--- src/rtl/tcm_pol_pkg.sv ---
package tcm_pol_pkg;
  localparam int unsigned EXP_W      = 5;
  localparam int unsigned MANT_W     = 8;
  localparam int unsigned ADJ_MANT_W = 9;
  localparam int unsigned RDIV_W     = 4;
  localparam int unsigned FRAC_W     = 8;
  localparam int unsigned LEN_W      = 16;
  localparam int unsigned LVL_W      = 40;
  localparam int unsigned COST_W     = 48;
  localparam int unsigned ZERO_EXP   = 24;
  localparam int unsigned ADDR_W     = 3;
  localparam int unsigned DATA_W     = 32;
  localparam int unsigned NB         = 2;

  typedef enum logic [1:0] {
    CLR_GREEN  = 2'd0,
    CLR_YELLOW = 2'd1,
    CLR_RED    = 2'd2
  } color_e;

  typedef struct packed {
    logic [EXP_W-1:0]  e;
    logic [MANT_W-1:0] m;
  } fp_t;

  typedef struct packed {
    fp_t                   c_rate;
    fp_t                   c_depth;
    fp_t                   p_rate;
    fp_t                   p_depth;
    logic [ADJ_MANT_W-1:0] adj_m;
    logic [EXP_W-1:0]      adj_e;
    logic                  lmode;
    logic [LEN_W-1:0]      lxptr;
    logic [RDIV_W-1:0]     rdiv;
    logic [1:0]            act_g;
    logic [1:0]            act_y;
    logic [1:0]            act_r;
  } cfg_t;

  // (256+m)<<e in 1/256-token units; large exponent means zero size
  function automatic logic [LVL_W-1:0] fp_units(fp_t v);
    if (v.e >= EXP_W'(ZERO_EXP)) return '0;
    return LVL_W'({1'b1, v.m}) << v.e;
  endfunction
endpackage

--- src/rtl/tcm_pol_cfg.sv ---
module tcm_pol_cfg
  import tcm_pol_pkg::*;
(
  input  logic              clk_i,
  input  logic              rst_ni,
  input  logic              we_i,
  input  logic [ADDR_W-1:0] addr_i,
  input  logic [DATA_W-1:0] wdata_i,
  output cfg_t              cfg_o,
  output logic              wr_o
);
  localparam logic [ADDR_W-1:0] A_CRATE  = ADDR_W'(0);
  localparam logic [ADDR_W-1:0] A_CDEPTH = ADDR_W'(1);
  localparam logic [ADDR_W-1:0] A_PRATE  = ADDR_W'(2);
  localparam logic [ADDR_W-1:0] A_PDEPTH = ADDR_W'(3);
  localparam logic [ADDR_W-1:0] A_COST   = ADDR_W'(4);
  localparam logic [ADDR_W-1:0] A_CTRL   = ADDR_W'(5);
  localparam int unsigned FP_W      = EXP_W + MANT_W;
  localparam int unsigned ADJ_E_LSB = ADJ_MANT_W;
  localparam int unsigned LMODE_BIT = ADJ_MANT_W + EXP_W;
  localparam int unsigned LXPTR_LSB = DATA_W - LEN_W;
  localparam int unsigned ACT_LSB   = RDIV_W;

  localparam fp_t FP_OFF = '{e: EXP_W'(ZERO_EXP), m: '0};

  logic unused_wdata;
  assign unused_wdata = ^wdata_i;

  assign wr_o = we_i && (addr_i <= A_CTRL);

  always_ff @(posedge clk_i or negedge rst_ni) begin
    if (!rst_ni) begin
      cfg_o.c_rate  <= FP_OFF;
      cfg_o.c_depth <= FP_OFF;
      cfg_o.p_rate  <= FP_OFF;
      cfg_o.p_depth <= FP_OFF;
      cfg_o.adj_m   <= ADJ_MANT_W'(1 << FRAC_W);
      cfg_o.adj_e   <= '0;
      cfg_o.lmode   <= 1'b0;
      cfg_o.lxptr   <= '0;
      cfg_o.rdiv    <= '0;
      cfg_o.act_g   <= 2'd0;
      cfg_o.act_y   <= 2'd0;
      cfg_o.act_r   <= 2'd1;
    end else if (we_i) begin
      case (addr_i)
        A_CRATE:  cfg_o.c_rate  <= fp_t'(wdata_i[FP_W-1:0]);
        A_CDEPTH: cfg_o.c_depth <= fp_t'(wdata_i[FP_W-1:0]);
        A_PRATE:  cfg_o.p_rate  <= fp_t'(wdata_i[FP_W-1:0]);
        A_PDEPTH: cfg_o.p_depth <= fp_t'(wdata_i[FP_W-1:0]);
        A_COST: begin
          cfg_o.adj_m <= wdata_i[ADJ_MANT_W-1:0];
          cfg_o.adj_e <= wdata_i[ADJ_E_LSB +: EXP_W];
          cfg_o.lmode <= wdata_i[LMODE_BIT];
          cfg_o.lxptr <= wdata_i[LXPTR_LSB +: LEN_W];
        end
        A_CTRL: begin
          cfg_o.rdiv  <= wdata_i[RDIV_W-1:0];
          cfg_o.act_g <= wdata_i[ACT_LSB +: 2];
          cfg_o.act_y <= wdata_i[ACT_LSB+2 +: 2];
          cfg_o.act_r <= wdata_i[ACT_LSB+4 +: 2];
        end
        default: ;
      endcase
    end
  end
endmodule

--- src/rtl/tcm_pol_timer.sv ---
module tcm_pol_timer
  import tcm_pol_pkg::*;
(
  input  logic              clk_i,
  input  logic              rst_ni,
  input  logic              tick_i,
  input  logic              clr_i,
  input  logic [RDIV_W-1:0] rdiv_i,
  output logic              refill_o
);
  localparam int unsigned CNT_W = (1 << RDIV_W) - 1;

  logic [CNT_W-1:0] cnt_q;
  logic [CNT_W-1:0] lim;

  assign lim      = CNT_W'((32'd1 << rdiv_i) - 32'd1);
  assign refill_o = tick_i && !clr_i && (cnt_q == lim);

  always_ff @(posedge clk_i or negedge rst_ni) begin
    if (!rst_ni)      cnt_q <= '0;
    else if (clr_i)   cnt_q <= '0;
    else if (tick_i)  cnt_q <= refill_o ? '0 : cnt_q + 1'b1;
  end
endmodule

--- src/rtl/tcm_pol_cost.sv ---
module tcm_pol_cost
  import tcm_pol_pkg::*;
(
  input  logic [LEN_W-1:0]      len_i,
  input  logic [LEN_W-1:0]      lxptr_i,
  input  logic                  lmode_i,
  input  logic [ADJ_MANT_W-1:0] adj_m_i,
  input  logic [EXP_W-1:0]      adj_e_i,
  output logic [COST_W-1:0]     cost_o
);
  logic signed [COST_W-1:0] base, adj, sum;

  always_comb begin
    base = lmode_i ? '0
                   : ($signed(COST_W'(len_i)) - $signed(COST_W'(lxptr_i))) <<< FRAC_W;
    adj  = ($signed(COST_W'(adj_m_i)) - $signed(COST_W'(1 << FRAC_W))) <<< adj_e_i;
    sum  = base + adj;
    // floor of 1/256 token
    if (sum <= $signed(COST_W'(0))) cost_o = COST_W'(1);
    else                            cost_o = COST_W'(sum);
  end
endmodule

--- src/rtl/tcm_pol_bucket.sv ---
module tcm_pol_bucket
  import tcm_pol_pkg::*;
(
  input  logic             clk_i,
  input  logic             rst_ni,
  input  logic [LVL_W-1:0] rate_i,
  input  logic [LVL_W-1:0] depth_i,
  input  logic             refill_i,
  input  logic             fill_i,
  input  logic             debit_i,
  input  logic [LVL_W-1:0] cost_i,
  output logic [LVL_W-1:0] avail_o
);
  logic [LVL_W-1:0] lvl_q;
  logic [LVL_W:0]   sum;

  always_comb begin
    sum = {1'b0, lvl_q} + (refill_i ? {1'b0, rate_i} : '0);
    if (fill_i || (sum > {1'b0, depth_i})) avail_o = depth_i;
    else                                   avail_o = sum[LVL_W-1:0];
  end

  always_ff @(posedge clk_i or negedge rst_ni) begin
    if (!rst_ni)      lvl_q <= '0;
    else if (debit_i) lvl_q <= avail_o - cost_i;
    else              lvl_q <= avail_o;
  end
endmodule

--- src/rtl/tcm_policer.sv ---
module tcm_policer
  import tcm_pol_pkg::*;
(
  input  logic              clk_i,
  input  logic              rst_ni,
  input  logic              cfg_we_i,
  input  logic [ADDR_W-1:0] cfg_addr_i,
  input  logic [DATA_W-1:0] cfg_wdata_i,
  input  logic              tick_i,
  input  logic              pkt_valid_i,
  input  logic [LEN_W-1:0]  pkt_len_i,
  output logic              res_valid_o,
  output logic [1:0]        res_color_o,
  output logic              res_drop_o
);
  cfg_t              cfg;
  logic              cfg_wr, fill_q, refill;
  logic [COST_W-1:0] cost;
  logic [LVL_W-1:0]  rate_u  [NB];
  logic [LVL_W-1:0]  depth_u [NB];
  logic [LVL_W-1:0]  avail   [NB];
  logic              ok      [NB];
  logic              debit   [NB];
  color_e            color;
  logic [1:0]        act;

  tcm_pol_cfg u_cfg (
    .clk_i, .rst_ni,
    .we_i(cfg_we_i), .addr_i(cfg_addr_i), .wdata_i(cfg_wdata_i),
    .cfg_o(cfg), .wr_o(cfg_wr)
  );

  tcm_pol_timer u_tmr (
    .clk_i, .rst_ni,
    .tick_i, .clr_i(cfg_wr), .rdiv_i(cfg.rdiv), .refill_o(refill)
  );

  tcm_pol_cost u_cost (
    .len_i(pkt_len_i), .lxptr_i(cfg.lxptr), .lmode_i(cfg.lmode),
    .adj_m_i(cfg.adj_m), .adj_e_i(cfg.adj_e), .cost_o(cost)
  );

  always_ff @(posedge clk_i or negedge rst_ni) begin
    if (!rst_ni) fill_q <= 1'b0;
    else         fill_q <= cfg_wr;
  end

  assign rate_u[0]  = fp_units(cfg.c_rate);
  assign depth_u[0] = fp_units(cfg.c_depth);
  assign rate_u[1]  = fp_units(cfg.p_rate);
  assign depth_u[1] = fp_units(cfg.p_depth);

  // committed pays first, peak only when committed cannot
  assign debit[0] = pkt_valid_i && ok[0];
  assign debit[1] = pkt_valid_i && !ok[0] && ok[1];

  for (genvar b = 0; b < NB; b++) begin : g_bkt
    assign ok[b] = {{(COST_W-LVL_W){1'b0}}, avail[b]} >= cost;
    tcm_pol_bucket u_bkt (
      .clk_i, .rst_ni,
      .rate_i(rate_u[b]), .depth_i(depth_u[b]),
      .refill_i(refill), .fill_i(fill_q),
      .debit_i(debit[b]), .cost_i(cost[LVL_W-1:0]),
      .avail_o(avail[b])
    );
  end

  always_comb begin
    if (ok[0])      begin color = CLR_GREEN;  act = cfg.act_g; end
    else if (ok[1]) begin color = CLR_YELLOW; act = cfg.act_y; end
    else            begin color = CLR_RED;    act = cfg.act_r; end
  end

  always_ff @(posedge clk_i or negedge rst_ni) begin
    if (!rst_ni) begin
      res_valid_o <= 1'b0;
      res_color_o <= CLR_GREEN;
      res_drop_o  <= 1'b0;
    end else begin
      res_valid_o <= pkt_valid_i;
      if (pkt_valid_i) begin
        res_color_o <= color;
        res_drop_o  <= (act != 2'd0);
      end
    end
  end
endmodule

--- config.mk ---
export PLATFORM = sky130hd
export DESIGN_NAME = tcm_policer
export DESIGN_NICKNAME = d
export VERILOG_FILES = /design/src/rtl/tcm_pol_pkg.sv /design/src/rtl/tcm_pol_cfg.sv /design/src/rtl/tcm_pol_timer.sv /design/src/rtl/tcm_pol_cost.sv /design/src/rtl/tcm_pol_bucket.sv /design/src/rtl/tcm_policer.sv
export SDC_FILE = /design/constraint.sdc
export NUM_CORES = 1
export LEC_CHECK = 0
export CAP_MARGIN = 20
export CELL_PAD_IN_SITES_DETAIL_PLACEMENT = 0
export CELL_PAD_IN_SITES_GLOBAL_PLACEMENT = 1
export CORE_ASPECT_RATIO = 0.6
export CORE_MARGIN = 2
export CORE_UTILIZATION = 49
export CTS_CLUSTER_SIZE = 24
export DETAILED_ROUTE_END_ITERATION = 8
export PLACE_DENSITY = 0.89
export REMOVE_ABC_BUFFERS = 1
export SETUP_SLACK_MARGIN = 0.5
export SYNTH_ARGS = -nofsm -noshare
export SYNTH_HDL_FRONTEND = slang
export SYNTH_SLANG_ARGS = --single-unit
--- constraint.sdc ---
create_clock -name clk_i -period 13.5 [get_ports clk_i]
set_input_delay 2.7 -clock clk_i [delete_from_list [all_inputs] [get_ports clk_i]]
set_output_delay 2.7 -clock clk_i [all_outputs]
set_load 0.02 [all_outputs]
==> impl_metrics.csv <==
group,metric,value,unit
logic_synthesis,synthSimpleGateAreaFrac,0.189,
status,status,"completed",
routing,viasPerCell,6.35,
routing,wl_met3,12200,µm
power_and_ir_drop,clockPowerShare,0.072,
routing,route.met2.wl,32900,µm
placed_design,numPlacedInstances,3980,
floorplanning,core-area,50900,µm²
sta,setup_viol,0,
sta,worst_slew_pin_slew,1.28,ns
sta,fin_worst_skew,0.0216,ns
logic_synthesis,synth_area_leaders,"dfrtp_1 18%, ha_1 14%, mux2_2 6.9%, a21oi_1 5.5%, nor2_1 4.6%",
power_and_ir_drop,p_total,8.00,mW
clock_tree,cts_buffers,17,
sta,setup_tns,0,ns
clock_tree,clk_latency,0.48,ns
clock_tree,tritoncts,"yes",
global_route,grt_max_degree,86,
logic_synthesis,async_flop_share,1.00,
worst_setup_path,max_stage_delay,0.54,ns
global_route,grt_overflow,0,
floorplanning,die_y,180,µm
logic_synthesis,synth_cell_types,93,
routing,wl_per_cell,22.5,µm
logic_synthesis,ys_ff_latch,193,
cells_and_area,fin_util,0.556,
cells_and_area,drive_gt1_frac,0.133,
floorplanning,ios,60,
worst_setup_path,crit_required,13.85,ns
global_route,antenna_found_initial,6,
cells_and_area,nets,3662,
logic_synthesis,synth_compound_area_frac,0.230,
logic_synthesis,synth_top_family_by_area,"compound AO/OA/AOI/OAI gates",
logic_synthesis,synth_mux_area_frac,0.124,
routing,dr.max_layer_used,"met4",
floorplanning,placementRows,64,
clock_tree,htree_levels,4,
clock_tree,path_clk_slew,0.08,ns
worst_setup_path,cp_num_buf_inv,7,
power_and_ir_drop,switchingPower,4.30,mW
logic_synthesis,syn_inst,3179,
routing,wl_met1,44000,µm
power_and_ir_drop,pwr-share-seq,0.112,
worst_setup_path,crit_type,"input port to flip-flop",
global_route,grt_use_total,0.330,
placed_design,dp_hpwl,74500,µm
floorplanning,die_w,297,µm
worst_setup_path,cp-end-kind,"flip-flop",
sta,finalHoldViolations,0,
worst_setup_path,crit_family,"compound AO/OA/AOI/OAI gates",
global_route,grt_pass1_wl,138000,µm
logic_synthesis,syn-cell-area,25300,µm²
routing,totalWireLength,90600,µm
sta,fmaxAchievable,0.0784,GHz
logic_synthesis,netlist.area_leader.share,0.181,
logic_synthesis,postSynthAreaPerCell,7.95,µm²
logic_synthesis,yosys_warnings,0,
power_and_ir_drop,intPower,3.70,mW
floorplanning,start_util,0.496,
routing,drc,0,
sta,period_share,0.944,
logic_synthesis,synth_area_leader_cell,"dfrtp_1",
worst_setup_path,cp.arrival,13.10,ns
clock_tree,root_buffer,"clkbuf_16",
logic_synthesis,synth_xor_area_frac,0.0655,
power_and_ir_drop,power_density,283,nW/µm²
worst_setup_path,cp-start-kind,"input port",
sta,rsz0062_at_grt,"no",
cells_and_area,fillCellCount,4716,
worst_hold_path,hold_class,"flip-flop to flip-flop",
cells_and_area,final_cells,4019,
sta,min_period,12.75,ns
clock_tree,cts_sinks,193,
logic_synthesis,yosysSeqAreaShare,0.192,
logic_synthesis,synth-main-ff-cell,"dfrtp_1",
floorplanning,dieArea,53500,µm²
cells_and_area,syn2layout_area_growth,12.0,%
placed_design,gp_congestion,1.08,
logic_synthesis,synth_edf_count,0,
power_and_ir_drop,ir_drop,0.183,mV
global_route,grt_pass1_vias,22797,
worst_setup_path,path_max_fanout,18,
sta,slew_headroom,0.123,
clock_tree,holdBufCountCts,0,
routing,first_pass_iters,6,
clock_tree,clk_path_buf_depth,2,
worst_setup_path,cp_slowest_cell,"o311ai_0",
routing,first_iter_violations,3688,
routing,num_vias,25511,
worst_setup_path,critPathMostFrequentCell,"ha_1",
power_and_ir_drop,combPwrFrac,0.815,
power_and_ir_drop,power_switching_share,0.538,
flow_run,max_cap_viol_count,0,
routing,ant_nets,0,
sta,slew_viol_final,0,
logic_synthesis,synth_fa_ha_area_frac,0.149,
power_and_ir_drop,p_leak,13.4,nW
placed_design,port_buffers,58,
synth_stat cells, drive strengths merged (44+ instances only):
library cell  number
a21o             116
inv              185
a211oi            44
xnor2            131
clkbuf           101
nand3             77
nor2b             48
nor3              62
dfrtp            183
nand2b            56
xor2              58
nor2             311
ha               291
o21ai            204
mux2             195
nand2            233
a21oi            278
mux2i             70
kinds of logic (layout without fill, tap and decap cells):
logic type,count (synthesis),count (layout)
and+or+nand+nor,990,990
AOI/OAI and AO/OA,916,916
buffers and inverters,319,432
adders and majority gates,297,297
muxes,273,273
DFF,193,193
xor gates and xnor gates,189,189
other,2,36
stage by stage:
stage | area [µm²] | setup WS (ns) | hold slack [ns]
6_report | 28300 | 0.752 | 0.523
3_3_place_gp | 27500 | 0.294 | 0.486
3_5_place_dp | 27500 | 0.112 | 0.490
5_1_grt | 28300 | 0.535 | 0.524
2_1_floorplan | 24800 | 0.238 | 0.474
4_1_cts | 28100 | 0.551 | 0.517
final cells by class:
class | instances | area [µm²] | share of cell area
well taps | 693 | 867 | 0.0306
flip-flops and latches | 193 | 4840 | 0.171
clock inverters | 15 | 211 | 0.00747
multi-input cells | 2697 | 19400 | 0.686
inverters | 189 | 712 | 0.0251
diodes | 4 | 10.0 | 0.000353
repair buffers | 211 | 1820 | 0.0641
clock buffers | 17 | 425 | 0.0150
cells in the final DEF, fill, tap and decap left out, drive strengths merged, types with 10 or more instances in the layout:
cell type / instances
dfstp: 10
clkbuf: 18
nor3b: 12
conb: 32
o31ai: 10
a22oi: 13
nor3: 62
o21ai: 204
a21o: 116
a21oi: 278
inv: 192
dfrtp: 183
mux2i: 70
a211o: 13
a211oi: 44
clkdlybuf4s50: 57
nand2: 233
o22ai: 27
a31oi: 31
o21a: 28
nand4: 38
xnor2: 131
mux2: 195
a21boi: 10
buf: 153
and3: 41
or2: 17
or3: 26
nand2b: 56
nor2b: 48
a2111oi: 10
o21bai: 33
o211ai: 14
xor2: 58
nand3: 77
and2: 20
nor2: 311
clkinv: 10
nor4: 13
ha: 291
power groups by stage:
stage	registers (mW)	logic (mW)	clock network (mW)
finish	0.898	6.53	0.579
global route	0.915	7.02	0.607
CTS	0.891	6.25	0.580
floorplan	0.862	4.38	0
global placement	0.893	6.06	0
detailed placement	0.901	6.19	0
worst paths after layout:
check | from | to | cells past startpoint | slack [ns]
max | cfg_addr_i[1] | g_bkt[1].u_bkt.lvl_q[13] | 42 | 0.75
min | u_cfg.cfg_o[1] | u_cfg.cfg_o[1] | 1 | 0.52
max reg2reg | u_cfg.cfg_o[7] | g_bkt[1].u_bkt.lvl_q[13] | 47 | 0.98
min reg2reg | u_cfg.cfg_o[1] | u_cfg.cfg_o[1] | 1 | 0.52
max in group asynchronous | rst_ni | u_cfg.cfg_o[72] | 3 | 9.23
min in group asynchronous | rst_ni | u_cfg.cfg_o[25] | 1 | 2.22
flip-flops by register name, indices dropped and copies added (netlist names):
signal / count
u_cfg.cfg_o: 93
g_bkt.u_bkt.lvl_q: 80
u_tmr.cnt_q: 15
res_color_o: 2
fill_q: 1
res_drop_o: 1
res_valid_o: 1
routing by layer:
| metal | GRT usage | up-vias |
|---|---|---|
| met3 | 0.103 | 125 |
| met2 | 0.416 | 1402 |
| met1 | 0.531 | 12184 |
| met4 | 0.0602 | 0 |
| met5 | 0 | - |
| li1 | - | 11800 |
repair_timing:
item	in CTS	in global routing
setup buffers	0	3
resized for setup	0	29
setup endpoints to repair	0	83
Power figures use the tool's default switching activity.
